## config.mk

```make
export PLATFORM = sky130hd
export DESIGN_NAME = qdr_burst_sram
export DESIGN_NICKNAME = d
export VERILOG_FILES = /design/src/rtl/qbs_pkg.sv /design/src/rtl/qbs_wr_path.sv /design/src/rtl/qbs_array.sv /design/src/rtl/qbs_rd_path.sv /design/src/rtl/qdr_burst_sram.sv
export SDC_FILE = /design/constraint.sdc
export NUM_CORES = 2
export LEC_CHECK = 0
export ABC_AREA = 1
export ABC_CLOCK_PERIOD_IN_PS = 11700
export BUFFER_PORTS_ARGS = -buffer_cell sky130_fd_sc_hd__buf_2
export CELL_PAD_IN_SITES_DETAIL_PLACEMENT = 1
export CELL_PAD_IN_SITES_GLOBAL_PLACEMENT = 2
export CORE_AREA = 2 2 498 500
export DETAILED_ROUTE_END_ITERATION = 12
export DIE_AREA = 0 0 500 502
export PLACE_DENSITY = 0.83
export SETUP_SLACK_MARGIN = 0.5
export SLEW_MARGIN = 20
export SYNTH_ARGS = -nofsm -noshare
export SYNTH_HDL_FRONTEND = slang
export SYNTH_SLANG_ARGS = --single-unit
```

## constraint.sdc

```tcl
create_clock -name clk -period 11.7 [get_ports clk]
set_input_delay 0.585 -clock clk [delete_from_list [all_inputs] [get_ports clk]]
set_output_delay 0.585 -clock clk [all_outputs]
set_load 0.02 [all_outputs]
```

## src/rtl/qbs_pkg.sv

```systemverilog
package qbs_pkg;

    typedef enum logic {
        WR_IDLE,
        WR_BEAT1
    } wr_state_t;

    typedef enum logic [1:0] {
        OUT_IDLE,
        OUT_BEAT0,
        OUT_BEAT1
    } out_state_t;

endpackage

```

## src/rtl/qbs_wr_path.sv

```systemverilog
module qbs_wr_path
    import qbs_pkg::*;
#(
    parameter int AW = 6,
    parameter int W  = 18
) (
    input  logic            clk,
    input  logic            rst_n,
    input  logic            k_phase,
    input  logic [AW-1:0]   addr,
    input  logic            wr_sel_n,
    input  logic [W-1:0]    wdata,
    output logic            hold_v,
    output logic [AW-1:0]   hold_a,
    output logic [2*W-1:0]  hold_d
);
    localparam int PW = 2 * W;

    wr_state_t       wst, wst_nx;
    logic [AW-1:0]   wa_q;
    logic [W-1:0]    wd0_q;
    logic            start_w, finish_w;

    assign start_w  = (wst == WR_IDLE) && !k_phase && !wr_sel_n;
    assign finish_w = (wst == WR_BEAT1) && k_phase;

    always_ff @(posedge clk) begin
        if (!rst_n) wst <= WR_IDLE;
        else        wst <= wst_nx;
    end

    always_comb begin
        wst_nx = wst;
        unique case (wst)
            WR_IDLE:  if (start_w)  wst_nx = WR_BEAT1;
            WR_BEAT1: if (finish_w) wst_nx = WR_IDLE;
            default:  wst_nx = WR_IDLE;
        endcase
    end

    always_ff @(posedge clk) begin
        if (!rst_n) begin
            wa_q   <= '0;
            wd0_q  <= '0;
            hold_v <= 1'b0;
            hold_a <= '0;
            hold_d <= '0;
        end else begin
            if (start_w) begin
                wa_q  <= addr;
                wd0_q <= wdata;
            end
            if (finish_w) begin
                hold_v <= 1'b1;
                hold_a <= wa_q;
                hold_d <= PW'({wdata, wd0_q});
            end else if (!k_phase) begin
                hold_v <= 1'b0;
            end
        end
    end


    beat1_phase_chk: assert property (@(posedge clk) disable iff (!rst_n)
        (wst == WR_BEAT1) |-> k_phase);

endmodule

```

## src/rtl/qbs_array.sv

```systemverilog
module qbs_array #(
    parameter int AW = 6,
    parameter int W  = 18
) (
    input  logic            clk,
    input  logic            rst_n,
    input  logic            k_phase,
    input  logic            hold_v,
    input  logic [AW-1:0]   hold_a,
    input  logic [2*W-1:0]  hold_d,
    input  logic [AW-1:0]   rd_a,
    output logic [2*W-1:0]  rd_pair
);
    localparam int DEPTH = 1 << AW;
    localparam int PW    = 2 * W;

    logic [PW-1:0] mem [DEPTH];
    logic          commit;
    logic          hit;

    assign commit = hold_v && !k_phase;
    assign hit    = hold_v && (hold_a == rd_a);

    always_ff @(posedge clk) begin
        if (commit) mem[hold_a] <= hold_d;
    end

    always_comb begin
        rd_pair = hit ? hold_d : mem[rd_a];
    end


    commit_phase_chk: assert property (@(posedge clk) disable iff (!rst_n)
        hold_v |-> !k_phase);

endmodule

```

## src/rtl/qbs_rd_path.sv

```systemverilog
module qbs_rd_path
    import qbs_pkg::*;
#(
    parameter int AW = 6,
    parameter int W  = 18
) (
    input  logic            clk,
    input  logic            rst_n,
    input  logic            k_phase,
    input  logic [AW-1:0]   addr,
    input  logic            rd_sel_n,
    output logic [AW-1:0]   rd_a,
    input  logic [2*W-1:0]  rd_pair,
    output logic [W-1:0]    rdata,
    output logic            rvalid
);
    localparam int PW = 2 * W;

    out_state_t     ost, ost_nx;
    logic           rq_v, f_v;
    logic [PW-1:0]  f_pair;
    logic [W-1:0]   hi_q;

    assign rd_a = rd_a_q;
    logic [AW-1:0] rd_a_q;

    always_ff @(posedge clk) begin
        if (!rst_n) begin
            rq_v   <= 1'b0;
            rd_a_q <= '0;
            f_v    <= 1'b0;
            f_pair <= '0;
        end else if (k_phase) begin
            rq_v   <= !rd_sel_n;
            rd_a_q <= addr;
        end else begin
            f_v    <= rq_v;
            f_pair <= rd_pair;
        end
    end

    always_ff @(posedge clk) begin
        if (!rst_n) ost <= OUT_IDLE;
        else        ost <= ost_nx;
    end

    always_comb begin
        ost_nx = OUT_IDLE;
        unique case (ost)
            OUT_IDLE, OUT_BEAT1:
                ost_nx = (!k_phase && f_v) ? OUT_BEAT0 : OUT_IDLE;
            OUT_BEAT0:
                ost_nx = OUT_BEAT1;
            default:
                ost_nx = OUT_IDLE;
        endcase
    end

    always_ff @(posedge clk) begin
        if (!rst_n) begin
            rdata  <= '0;
            hi_q   <= '0;
            rvalid <= 1'b0;
        end else begin
            rvalid <= (ost_nx != OUT_IDLE);
            if (ost_nx == OUT_BEAT0) begin
                rdata <= f_pair[W-1:0];
                hi_q  <= f_pair[PW-1:W];
            end else if (ost_nx == OUT_BEAT1) begin
                rdata <= hi_q;
            end
        end
    end


    beat0_phase_chk: assert property (@(posedge clk) disable iff (!rst_n)
        (ost == OUT_BEAT0) |-> k_phase);

endmodule

```

## src/rtl/qdr_burst_sram.sv

```systemverilog
module qdr_burst_sram #(
    parameter int AW = 6,
    parameter int W  = 18
) (
    input  logic            clk,
    input  logic            rst_n,
    input  logic            k_phase,
    input  logic [AW-1:0]   addr,
    input  logic            rd_sel_n,
    input  logic            wr_sel_n,
    input  logic [W-1:0]    wdata,
    output logic [W-1:0]    rdata,
    output logic            rvalid
);
    logic            hold_v;
    logic [AW-1:0]   hold_a;
    logic [2*W-1:0]  hold_d;
    logic [AW-1:0]   rd_a;
    logic [2*W-1:0]  rd_pair;

    qbs_wr_path #(.AW(AW), .W(W)) u_wr (
        .clk(clk), .rst_n(rst_n), .k_phase(k_phase), .addr(addr),
        .wr_sel_n(wr_sel_n), .wdata(wdata),
        .hold_v(hold_v), .hold_a(hold_a), .hold_d(hold_d)
    );

    qbs_array #(.AW(AW), .W(W)) u_arr (
        .clk(clk), .rst_n(rst_n), .k_phase(k_phase),
        .hold_v(hold_v), .hold_a(hold_a), .hold_d(hold_d),
        .rd_a(rd_a), .rd_pair(rd_pair)
    );

    qbs_rd_path #(.AW(AW), .W(W)) u_rd (
        .clk(clk), .rst_n(rst_n), .k_phase(k_phase), .addr(addr),
        .rd_sel_n(rd_sel_n), .rd_a(rd_a), .rd_pair(rd_pair),
        .rdata(rdata), .rvalid(rvalid)
    );

    logic [2:0] chk_age;
    always_ff @(posedge clk) begin
        if (!rst_n)              chk_age <= '0;
        else if (chk_age != 3'd7) chk_age <= chk_age + 3'd1;
    end


    phase_alt_chk: assert property (@(posedge clk) disable iff (!rst_n)
        (chk_age != 3'd0) |-> (k_phase != $past(k_phase)));


    rd_beat0_chk: assert property (@(posedge clk) disable iff (!rst_n)
        (chk_age >= 3'd4 && $past(k_phase, 4) && !$past(rd_sel_n, 4)) |-> rvalid);


    rd_beat1_chk: assert property (@(posedge clk) disable iff (!rst_n)
        (chk_age >= 3'd5 && $past(k_phase, 5) && !$past(rd_sel_n, 5)) |-> rvalid);


    rd_idle_chk: assert property (@(posedge clk) disable iff (!rst_n)
        (chk_age >= 3'd4 && $past(k_phase, 4) && $past(rd_sel_n, 4)) |-> !rvalid);

endmodule

```

==> results.yml <==
yosys:
  synth.avg_cell_area_um2: 11.80
  ys_warn_count: 0
  ys_seq_area_share_pct: 73.80
  ys_ff_latch: 2455
  yosys.area.top_type: "edfxtp_1"
  syn_area_um2: 97850
  syn_inst: 8292
  synth_edf_count: 2304
  synthTopCellsByArea: "edfxtp_1 (71%), nand3_1 (11%), nand2_1 (10%)"
  yosys.cell_types.count: 26
  yosysTopAreaCellShare_pct: 70.71
  synthArstFlopShare_pct: 0
  ys.flop_type: "edfxtp_1"
  synth_nets: 8321
cts:
  clock_sinks: 2455
  cts_made_buffers: 241
  postCtsSetupBuffers: 0
  cts_resized: 0
  h-tree-depth: 4
  clkLatencyLatePin_ns: 0.89
  cts_tree: "built"
  cts_root_buffer: "clkbuf_16"
  cts_hold_buffers: 26
  clkTransAtPathRegs_ns: 0.06
  clk_path_buf_depth: 3
worst_setup_path:
  critPathLaunch: "u_rd.rd_a[0]"
  critPathMaxFanout: 156
  crit_required_ns: 12.52
  critPathCapture: "u_rd.f_pair[0]"
  crit_cells: 13
  cpLargestDelayFamily: "buffers and inverters"
  r2r-start: "u_rd.rd_a[0]"
  slowest_stage: "buf_4"
  r2r_slack_ns: 6.77
  path_class: "reg -> reg"
  critPathArrivalTime_ns: 5.75
  cp_cell_sequence: "buf_12, buf_4, buf_4, nand2_1, nand3_1, nand3_1, nand3_1, nand3_1, nand3_1, nand2_1, nand2_1, nand2_1, nand2_1"
  r2r-end: "u_rd.f_pair[0]"
  path_buf_inv: 3
  crit_path_end_kind: "flip-flop"
  start_kind: "flip-flop"
  reg2reg_depth: 13
  crit_path_max_incr_delay_ns: 0.94
floorplan:
  row_count: 182
  ioPinCount: 48
  initial_core_util_pct: 39.90
  coreArea_um2: 245300
  die_h_um: 502
  die_area_um2: 251000
  die_x_um: 500
timing:
  skew_ns: 0.03810
  setup_viol: 0
  hold_viol_final: 0
  min_period_over_period_pct: 42.17
  tightest_slew_ns: 1.186
  post-route-min-period_ns: 4.934
  drv_slew: 0
  relSlewSlack_pct: 20.96
  setup_tns_ns: 0
  fmax_mhz: 202.7
  rsz0062_at_grt: "no"
routing:
  drc: 0
  vias: 67800
  via_per_inst: 5.817
  routed_wl_um: 331900
  drtAntennaViolNets: 0
  wl_per_cell_um: 28.48
  drt_pass1_iterations: 5
  drt_iter0_drc: 7503
global_routing:
  grt_pass1_vias: 69850
  grt_max_degree: 213
  track_usage_pct: 26.06
  antenna_found_initial: 19
  grt-ovfl-total: 0
  grt_first_pass_wirelength_um: 479100
power_and_ir_drop:
  leakage_nw: 39.41
  switchingPower_mw: 4.312
  switching_share_pct: 23.26
  p_int_mw: 14.22
  clock_power_share_pct: 42.0
  seq_power_share_pct: 52.0
  pwr-share-comb_pct: 6.0
  total_power_mw: 18.54
  vdd_drop_max_mv: 0.1336
  powerDensity_nw_per_um2: 169.3
hold_path:
  hold_class: "in -> reg"
layout:
  final_nets: 8259
  final_cell_mix: "nand2_1 (2619), edfxtp_1 (2304), nand3_1 (2236), clkbuf_16 (245), nor2_1 (169)"
  area_growth_pct: 11.87
  layout-drive-gt1-share_pct: 8.360
  mostFrequentLayoutCell: "nand2_1"
status:
  status: "finished, final reports clean"
placed_design:
  gp_congestion: 0.8253
  io_buffer_count: 47
  hpwl_um: 167600
job:
  max_cap_viol_count: 0
-- routing by layer --
layer	share of wire [%]	global-route usage, %	vias to the layer above	wire, um
met3	7.4	3.875	677	24650
met1	40	33.95	35150	133400
li1	-	-	29230	-
met5	0.015	0	-	49
met2	48	43.32	2739	158300
met4	4.7	11.37	8	15620
-- worst reg2reg max path, cell delays in order, from the launching register on --
cell,delay [ns]
dfxtp_4,0.65
buf_12,0.46
buf_4,1.30
buf_4,0.82
nand2_1,0.20
nand3_1,0.13
nand3_1,0.08
nand3_1,0.13
nand3_1,0.21
nand3_1,0.50
nand2_1,0.12
nand2_1,0.11
nand2_1,0.07
nand2_1,0.07
-- cells in the mapped netlist (9+ instances only) --
master,number
nor2_1,225
buf_2,367
nor2_2,21
nand4_1,12
nand2_1,2620
buf_1,47
nand3_1,2236
buf_4,31
dfxtp_1,151
a31oi_1,9
o21ai_0,67
edfxtp_1,2304
a21oi_1,34
inv_1,26
clkbuf_1,100
-- power by group through the flow --
stage | Sequential (mW) | Combinational (mW) | Clock [mW]
3_5_place_dp | 9.83 | 1.09 | 0
5_1_grt | 9.64 | 1.19 | 8.18
6_report | 9.64 | 1.11 | 7.78
3_3_place_gp | 9.82 | 1.06 | 0
4_1_cts | 9.64 | 1.10 | 7.86
2_1_floorplan | 9.83 | 0.619 | 0
-- registers in the layout (all words and copies together), names as in the netlist --
name         count
u_rd.rvalid      1
u_wr.hold_d     36
u_rd.f_v         1
u_arr.mem     2304
u_wr.hold_a      6
u_wr.hold_v      1
u_rd.f_pair     36
u_wr.wd0_q      18
u_rd.rdata      18
u_wr.wa_q        6
u_rd.ost         2
u_rd.rd_a        6
u_rd.rq_v        1
u_wr.wst         1
u_rd.hi_q       18
-- cell families after synthesis --
logic type	after synthesis	share of synthesized area (%)
buffers and inverters	588	2.890
AO/OA/AOI/OAI	121	0.6496
flip-flops	2455	73.80
AND/OR/NAND/NOR	5128	22.66
-- final cells by class --
type	instances	area, um^2
sequential	2455	72270
antenna	3	7.507
inverter	37	168.9
fill	25610	135800
multi-input combinational	5249	23290
clock buffer	310	6435
timing repair buffer	246	1911
clock inverter	136	1346
tap	3220	4029
-- how the worst min path moves through the flow --
| stage | start | end | slack, ns | cells past startpoint |
|---|---|---|---|---|
| 2_1_floorplan | u_rd.f_pair[31] | u_rd.hi_q[13] | 0.42 | 2 |
| 3_3_place_gp | u_rd.f_pair[19] | u_rd.f_pair[19] | 0.44 | 2 |
| 3_5_place_dp | u_rd.f_pair[10] | u_rd.f_pair[10] | 0.44 | 2 |
| 4_1_cts | k_phase | u_wr.hold_v | 0.22 | 3 |
| 5_1_grt | k_phase | u_wr.hold_v | 0.29 | 3 |
| 6_report | k_phase | u_wr.hold_v | 0.28 | 3 |
-- stage by stage --
stage / instance area (um^2) / util, % / cells / hold WS (ns) / setup slack, ns
finish: 109500 / 44.63 / 11660 / 0.2811 / 6.766
global route: 109500 / 44.63 / 11650 / 0.2901 / 6.652
CTS: 109400 / 44.63 / 11650 / 0.2249 / 6.957
detailed placement: 101400 / 41.35 / 11180 / 0.4447 / 6.988
global placement: 101400 / 41.35 / 11180 / 0.4395 / 7.019
floorplan: 97850 / - / 8292 / 0.4191 / 6.553
Power figures use the tool's default switching activity.
